File: src/rtl/btb_pkg.sv
package btb_pkg;
  // Penalty sequencer states: idle, table-update stall, fetch restart
  typedef enum logic [1:0] {
    SQ_IDLE    = 2'd0,
    SQ_UPDATE  = 2'd1,
    SQ_RESTART = 2'd2
  } seq_state_t;
endpackage

File: src/rtl/btb_table.sv
module btb_table #(
  parameter int XLEN    = 32,
  parameter int ENTRIES = 16,
  localparam int IDX_W  = $clog2(ENTRIES),
  localparam int TAG_W  = XLEN - IDX_W - 2
) (
  input  logic             clk,
  input  logic             rst_n,
  input  logic [IDX_W-1:0] rd_idx,
  input  logic [TAG_W-1:0] rd_tag,
  output logic             rd_hit,
  output logic [XLEN-1:0]  rd_target,
  output logic [XLEN-1:0]  rd_insn,
  output logic             rd_uncond,
  input  logic             wr_en,
  input  logic             wr_alloc,
  input  logic [IDX_W-1:0] wr_idx,
  input  logic [TAG_W-1:0] wr_tag,
  input  logic [XLEN-1:0]  wr_target,
  input  logic [XLEN-1:0]  wr_insn,
  input  logic             wr_uncond
);
  logic             vld_q  [ENTRIES];
  logic [TAG_W-1:0] tag_q  [ENTRIES];
  logic [XLEN-1:0]  tgt_q  [ENTRIES];
  logic [XLEN-1:0]  word_q [ENTRIES];
  logic             unc_q  [ENTRIES];

  for (genvar e = 0; e < ENTRIES; e++) begin : g_slot
    logic sel;
    assign sel = wr_en && (wr_idx == IDX_W'(e));

    // valid bit: set on allocation, cleared only when the removed branch still owns the slot
    always_ff @(posedge clk or negedge rst_n) begin
      if (!rst_n) begin
        vld_q[e] <= 1'b0;
      end else if (sel) begin
        if (wr_alloc)
          vld_q[e] <= 1'b1;
        else if (tag_q[e] == wr_tag)
          vld_q[e] <= 1'b0;
      end
    end

    // payload has no reset; it is qualified by the valid bit
    always_ff @(posedge clk) begin
      if (sel && wr_alloc) begin
        tag_q[e]  <= wr_tag;
        tgt_q[e]  <= wr_target;
        word_q[e] <= wr_insn;
        unc_q[e]  <= wr_uncond;
      end
    end
  end

  always_comb begin
    rd_hit    = vld_q[rd_idx] && (tag_q[rd_idx] == rd_tag);
    rd_target = tgt_q[rd_idx];
    rd_insn   = word_q[rd_idx];
    rd_uncond = unc_q[rd_idx];
  end
endmodule

File: src/rtl/btb_seq.sv
module btb_seq
  import btb_pkg::*;
#(
  parameter int XLEN = 32
) (
  input  logic            clk,
  input  logic            rst_n,
  input  logic            res_valid,
  output logic            res_ready,
  input  logic [XLEN-1:0] res_pc,
  input  logic            res_pred,
  input  logic            res_taken,
  input  logic            res_uncond,
  input  logic [XLEN-1:0] res_target,
  input  logic [XLEN-1:0] res_insn,
  output logic            stall,
  output logic            redirect,
  output logic [XLEN-1:0] redirect_pc,
  output logic            wr_en,
  output logic            wr_alloc,
  output logic [XLEN-1:0] wr_pc,
  output logic [XLEN-1:0] wr_target,
  output logic [XLEN-1:0] wr_insn,
  output logic            wr_uncond
);
  seq_state_t      st_q, st_d;
  logic [XLEN-1:0] pc_q, tgt_q, insn_q;
  logic            unc_q, alloc_q;
  logic            accept, wrong;

  assign res_ready = (st_q == SQ_IDLE);
  assign accept    = res_valid && res_ready;
  assign wrong     = res_pred != res_taken;

  always_comb begin
    st_d = st_q;
    unique case (st_q)
      SQ_IDLE:    if (accept && wrong) st_d = SQ_UPDATE;
      SQ_UPDATE:  st_d = SQ_RESTART;
      SQ_RESTART: st_d = SQ_IDLE;
      default:    st_d = SQ_IDLE;
    endcase
  end

  always_ff @(posedge clk or negedge rst_n) begin
    if (!rst_n) st_q <= SQ_IDLE;
    else        st_q <= st_d;
  end

  always_ff @(posedge clk) begin
    if (accept && wrong) begin
      pc_q    <= res_pc;
      tgt_q   <= res_target;
      insn_q  <= res_insn;
      unc_q   <= res_uncond;
      alloc_q <= res_taken;
    end
  end

  assign stall       = (st_q == SQ_UPDATE);
  assign redirect    = (st_q == SQ_RESTART);
  assign redirect_pc = alloc_q ? tgt_q : pc_q + XLEN'(4);
  assign wr_en       = stall;
  assign wr_alloc    = alloc_q;
  assign wr_pc       = pc_q;
  assign wr_target   = tgt_q;
  assign wr_insn     = insn_q;
  assign wr_uncond   = unc_q;
endmodule

File: src/rtl/btb_fetch_mux.sv
module btb_fetch_mux #(
  parameter int XLEN = 32
) (
  input  logic            fetch_req,
  input  logic [XLEN-1:0] fetch_pc,
  input  logic [XLEN-1:0] fetch_insn,
  input  logic            stall,
  input  logic            redirect,
  input  logic [XLEN-1:0] redirect_pc,
  input  logic            tbl_hit,
  input  logic [XLEN-1:0] tbl_target,
  input  logic [XLEN-1:0] tbl_insn,
  input  logic            tbl_uncond,
  output logic [XLEN-1:0] next_pc,
  output logic            dec_valid,
  output logic            dec_pred,
  output logic            dec_fold,
  output logic [XLEN-1:0] dec_pc,
  output logic [XLEN-1:0] dec_insn
);
  logic look_ok, hit, fold;

  assign look_ok = fetch_req && !stall && !redirect;
  assign hit     = look_ok && tbl_hit;
  assign fold    = hit && tbl_uncond;

  assign dec_valid = look_ok;
  assign dec_pred  = hit;
  assign dec_fold  = fold;
  assign dec_pc    = fold ? tbl_target : fetch_pc;
  assign dec_insn  = fold ? tbl_insn : fetch_insn;

  always_comb begin
    if (redirect)        next_pc = redirect_pc;
    else if (!look_ok)   next_pc = fetch_pc;
    else if (fold)       next_pc = tbl_target + XLEN'(4);
    else if (hit)        next_pc = tbl_target;
    else                 next_pc = fetch_pc + XLEN'(4);
  end
endmodule

File: src/rtl/btb_fold_unit.sv
module btb_fold_unit #(
  parameter int XLEN    = 32,
  parameter int ENTRIES = 16
) (
  input  logic            clk,
  input  logic            rst_n,
  input  logic            fetch_req,
  input  logic [XLEN-1:0] fetch_pc,
  input  logic [XLEN-1:0] fetch_insn,
  output logic [XLEN-1:0] next_pc,
  output logic            dec_valid,
  output logic            dec_pred,
  output logic            dec_fold,
  output logic [XLEN-1:0] dec_pc,
  output logic [XLEN-1:0] dec_insn,
  input  logic            res_valid,
  output logic            res_ready,
  input  logic [XLEN-1:0] res_pc,
  input  logic            res_pred,
  input  logic            res_taken,
  input  logic            res_uncond,
  input  logic [XLEN-1:0] res_target,
  input  logic [XLEN-1:0] res_insn,
  output logic            fetch_stall,
  output logic            fetch_redirect,
  output logic [XLEN-1:0] redirect_pc
);
  localparam int IDX_W = $clog2(ENTRIES);
  localparam int TAG_W = XLEN - IDX_W - 2;

  logic            t_hit, t_unc;
  logic [XLEN-1:0] t_tgt, t_insn;
  logic            w_en, w_alloc, w_unc;
  logic [XLEN-1:0] w_pc, w_tgt, w_insn;

  btb_seq #(.XLEN(XLEN)) u_seq (
    .clk        (clk),
    .rst_n      (rst_n),
    .res_valid  (res_valid),
    .res_ready  (res_ready),
    .res_pc     (res_pc),
    .res_pred   (res_pred),
    .res_taken  (res_taken),
    .res_uncond (res_uncond),
    .res_target (res_target),
    .res_insn   (res_insn),
    .stall      (fetch_stall),
    .redirect   (fetch_redirect),
    .redirect_pc(redirect_pc),
    .wr_en      (w_en),
    .wr_alloc   (w_alloc),
    .wr_pc      (w_pc),
    .wr_target  (w_tgt),
    .wr_insn    (w_insn),
    .wr_uncond  (w_unc)
  );

  btb_table #(.XLEN(XLEN), .ENTRIES(ENTRIES)) u_table (
    .clk      (clk),
    .rst_n    (rst_n),
    .rd_idx   (fetch_pc[IDX_W+1:2]),
    .rd_tag   (fetch_pc[XLEN-1:IDX_W+2]),
    .rd_hit   (t_hit),
    .rd_target(t_tgt),
    .rd_insn  (t_insn),
    .rd_uncond(t_unc),
    .wr_en    (w_en),
    .wr_alloc (w_alloc),
    .wr_idx   (w_pc[IDX_W+1:2]),
    .wr_tag   (TAG_W'(w_pc[XLEN-1:IDX_W+2])),
    .wr_target(w_tgt),
    .wr_insn  (w_insn),
    .wr_uncond(w_unc)
  );

  btb_fetch_mux #(.XLEN(XLEN)) u_mux (
    .fetch_req  (fetch_req),
    .fetch_pc   (fetch_pc),
    .fetch_insn (fetch_insn),
    .stall      (fetch_stall),
    .redirect   (fetch_redirect),
    .redirect_pc(redirect_pc),
    .tbl_hit    (t_hit),
    .tbl_target (t_tgt),
    .tbl_insn   (t_insn),
    .tbl_uncond (t_unc),
    .next_pc    (next_pc),
    .dec_valid  (dec_valid),
    .dec_pred   (dec_pred),
    .dec_fold   (dec_fold),
    .dec_pc     (dec_pc),
    .dec_insn   (dec_insn)
  );
endmodule

File: config.mk
export PLATFORM = sky130hd
export DESIGN_NAME = btb_fold_unit
export DESIGN_NICKNAME = d
export VERILOG_FILES = /design/src/rtl/btb_pkg.sv /design/src/rtl/btb_table.sv /design/src/rtl/btb_seq.sv /design/src/rtl/btb_fetch_mux.sv /design/src/rtl/btb_fold_unit.sv
export SDC_FILE = /design/constraint.sdc
export NUM_CORES = 2
export LEC_CHECK = 0
export ABC_AREA = 0
export ABC_CLOCK_PERIOD_IN_PS = 6900
export BUFFER_PORTS_ARGS = -buffer_cell sky130_fd_sc_hd__buf_2
export CORE_ASPECT_RATIO = 0.6
export CORE_MARGIN = 4
export CORE_UTILIZATION = 45
export DETAILED_ROUTE_END_ITERATION = 6
export HOLD_SLACK_MARGIN = 0.08
export SLEW_MARGIN = 20
export SYNTH_ARGS = -nofsm -noshare
export SYNTH_HDL_FRONTEND = slang
export SYNTH_SLANG_ARGS = --single-unit
File: constraint.sdc
create_clock -name clk -period 6.9 [get_ports clk]
set_clock_uncertainty 0.2 [all_clocks]
set_input_delay 0.69 -clock clk [delete_from_list [all_inputs] [get_ports clk]]
set_output_delay 0.69 -clock clk [all_outputs]
set_load 0.1 [all_outputs]
==> key figures <==
Power and ir drop
  – Total power: between 20 and 25 mW
  – Max VDD drop: roughly 220 uV
  – Pwr Density: roughly 270 nW/um^2
  – Leak: between 20 and 30 nW

Critical path
  – Crit. path cell count: 12
  – Crit Reg-Reg Startpoint: u_seq.st_q[0]
  – CP max FO: 9
  – WP buf/inv: 2
  – CP delay by family, top: simple AND/OR/NAND/NOR gates
  – Setup crit end: next_pc[31]
  – Critical Path Sink Type: output pin
  – Critical path class: reg -> out
  – Highest-delay cell along the critical path: edfxtp_1
  – Req. time, crit path: 6.01 ns
  – Data arrival time of the worst path: roughly 6.1 ns
  – R2r worst-path depth: 7
  – Delay of the slowest critical-path stage: 1.00 ns
  – Crit-path cells: nand4_1, or4_1, or2_2, nor2_1, and4_1, nand3_1, xor2_1, o21ai_0, buf_4, a32o_1, a211o_1, buf_2
  – CP Launch Type: flop
  – Reg2reg end: u_table.vld_q[11]
  – Worst R2R Setup Slack: 2.07 ns
  – Crit. Startpoint: u_seq.wr_pc[5]

CTS
  – Post-cts sizing count: 0
  – Hold-fix buffers, CTS: 101
  – Post-CTS setup repair buffer count: 0
  – H-tree levels: 4
  – Clock transition at the registers of the reported paths: around 0.07 ns
  – CTS buffer count: about 150
  – CTS tree: done
  – Clock Path Buffers: 3
  – CTS sink count: 1572
  – Skew-Pair Late Insertion Delay: around 0.81 ns
  – Root buf cell: clkbuf_16

Job
  – Max-cap violations: 0

Timing
  – Setup WS post-layout: -0.0791 ns
  – Worst-Margin Slew: approximately 1.3 ns
  – RSZ-0062 raised after global routing: false
  – Max frequency: 0.143 GHz
  – Final setup violation count: 1
  – Worst rel slew slack: a little under an eighth
  – Tcrit/Tclk final: 101%
  – Min Tclk post-route: ~7 ns
  – Endpoints failing hold: 0
  – Final slew viol count: 0

Die
  – # rows: between 100 and 150
  – I/O pins: around 300
  – Width of the die: roughly 510 um
  – Die area: 157000 sq um
  – Core area: between 150000 and 200000 sq um
  – Die Y: approximately 300 um
  – Initial Util: 45.3%

Route
  – DRC viols: 0
  – Via count: around 40000
  – Initial DRC Count: 6360
  – Total routed wirelength: ~230000 um
  – Antenna viol nets, final: 0
  – Drt pass-1 iters: 6
  – Routed WL per cell: 36.8 um
  – Vias per cell: between 6 and 7

GRT
  – Congestion Overflow GR: 0
  – Met3 Usage GRT: between 10% and 20%
  – Antenna violations before repair: 9
  – Largest net degree at the start of global routing: slightly above 90
  – GRT Resource Usage Total: between 20% and 30%
  – Met1 Track Usage GR: 44.9%
  – GR peak layer: met1
  – Vias in the first global route: approximately 37000
  – First-pass GRT wire length: 318000 um
  – Grt met2 use: 38.1%

Synth
  – Cell variety after synth: 79
  – Fraction of registers with async set/reset: about 1.1%
  – Syn nets: 3895
  – Seq/Total Area, Yosys: between 60% and 70%
  – Syn avg cell area: ~18 sq um
  – Warnings from Yosys: 0
  – Mapped Area: between 60000 and 70000 sq um
  – Register bit total from synthesis: roughly 1600
  – Dominant synthesized flop cell: edfxtp_1
  – Cells after Synth: 3722
  – EDFF count, synth: roughly 1600

Status
  – Failing checks: negative setup slack
  – Status: complete, but fails checks

Final layout
  – Synth-to-Final Area Change: 16.4%
  – Finished Layout Cells: around 6300
  – Fin util: between 50 and 60%
  – Net count reported at finish: around 4400
  – Share of cells above drive strength 1: about a quarter

Placement
  – DP HPWL: about 150000 um
  – Port Buffers: 300
  – Placed cells: between 5000 and 6000
  – Gp weighted congestion: between 1 and 1.5

Worst hold path
  – Worst Hold Class: in -> async
## how the worst min path moves through the flow
stage | end | slack, ns | cells past startpoint
2_1_floorplan | u_seq.st_q[0] | 0.19 | 0
3_3_place_gp | u_table.vld_q[4] | 0.26 | 1
3_5_place_dp | u_table.vld_q[8] | 0.26 | 1
4_1_cts | u_table.vld_q[4] | 0.24 | 2
5_1_grt | u_table.vld_q[4] | 0.29 | 1
6_report | u_table.vld_q[0] | 0.28 | 2
## report_power, final
group	switching, mW	internal, mW
Clock	3.73	4.33
Combinational	1.63	0.745
Sequential	0.157	10.6
## area by class of cell
cell class / count / area, sq um
Tap cell: 2016 / 2520
Inverter: 35 / 141
Multi-Input combinational cell: 1896 / 19800
Clock buffer: 178 / 3880
Sequential cell: 1572 / 47100
Timing Repair Buffer: 548 / 4800
Clock inverter: 93 / 806
Fill cell: 12013 / 71000
Antenna cell: 5 / 12.5
## routing by layer
layer	up-vias	routed length (um)
li1	15850	-
met1	21028	100000
met2	2484	93100
met3	275	34300
met4	0	5570
met5	-	0
## cells in the mapped netlist, types with 18 or more instances
master / count / area share [%]
inv_1: 30 / 0.17
mux2i_1: 73 / 1.1
buf_1: 23 / 0.13
a21oi_1: 21 / 0.15
clkbuf_1: 102 / 0.56
nor3_1: 22 / 0.16
o21ai_0: 78 / 0.57
nand3_1: 53 / 0.39
xnor2_1: 215 / 2.8
nor2_1: 72 / 0.40
edfxtp_1: 1554 / 69
buf_2: 58 / 0.43
mux2_2: 29 / 0.48
a22oi_1: 24 / 0.27
dfrtp_1: 18 / 0.66
o21ai_1: 24 / 0.18
nand4_1: 71 / 0.65
mux4_2: 398 / 13
xor2_1: 303 / 3.9
nand2_1: 238 / 1.3
o22ai_1: 18 / 0.17
nor4_1: 74 / 0.68
## flip-flops by register name, summed over array words and instances (netlist names), 2 cells and up
register / cells
u_seq.st_q: 2
u_seq.wr_insn: 32
u_seq.wr_pc: 32
u_seq.wr_target: 32
u_table.tag_q: 416
u_table.tgt_q: 512
u_table.unc_q: 16
u_table.vld_q: 16
u_table.word_q: 512
## logic make-up after synthesis
kind of cell,after synthesis,share of synthesized area (%)
XOR/XNOR,518,6.68
multiplexers,516,15.2
buffers and inverters,254,1.89
flip-flops,1572,69.3
AND/OR/NAND/NOR,609,4.43
AO/OA/AOI/OAI,247,2.37
adder cells (fa/ha/maj),6,0.110
## through the flow
step / instance area (sq um) / setup TNS, ns / worst slack [ns] / hold WS [ns]
after detailed placement: 73300 / 0 / 0.673 / 0.265
after global placement: 73300 / 0 / 0.635 / 0.261
after CTS: 79000 / 0 / 0.351 / 0.239
after floorplan: 67900 / 0 / 0.160 / 0.194
after global routing: 79000 / 0 / 0.00260 / 0.287
final: 79100 / -0.0791 / -0.0791 / 0.282
## placed cells by master (no fill, tap or decap), types with 53 or more instances in the layout
cell / count
buf_12: 81
buf_2: 242
buf_4: 121
clkbuf_16: 151
dlygate4sd3_1: 101
edfxtp_1: 1554
mux2i_1: 73
mux4_2: 398
nand2_1: 238
nand3_1: 53
nand4_1: 71
nor2_1: 54
nor4_1: 65
o21ai_0: 76
xnor2_1: 214
xor2_1: 301
(Power assumes the default switching activity.)
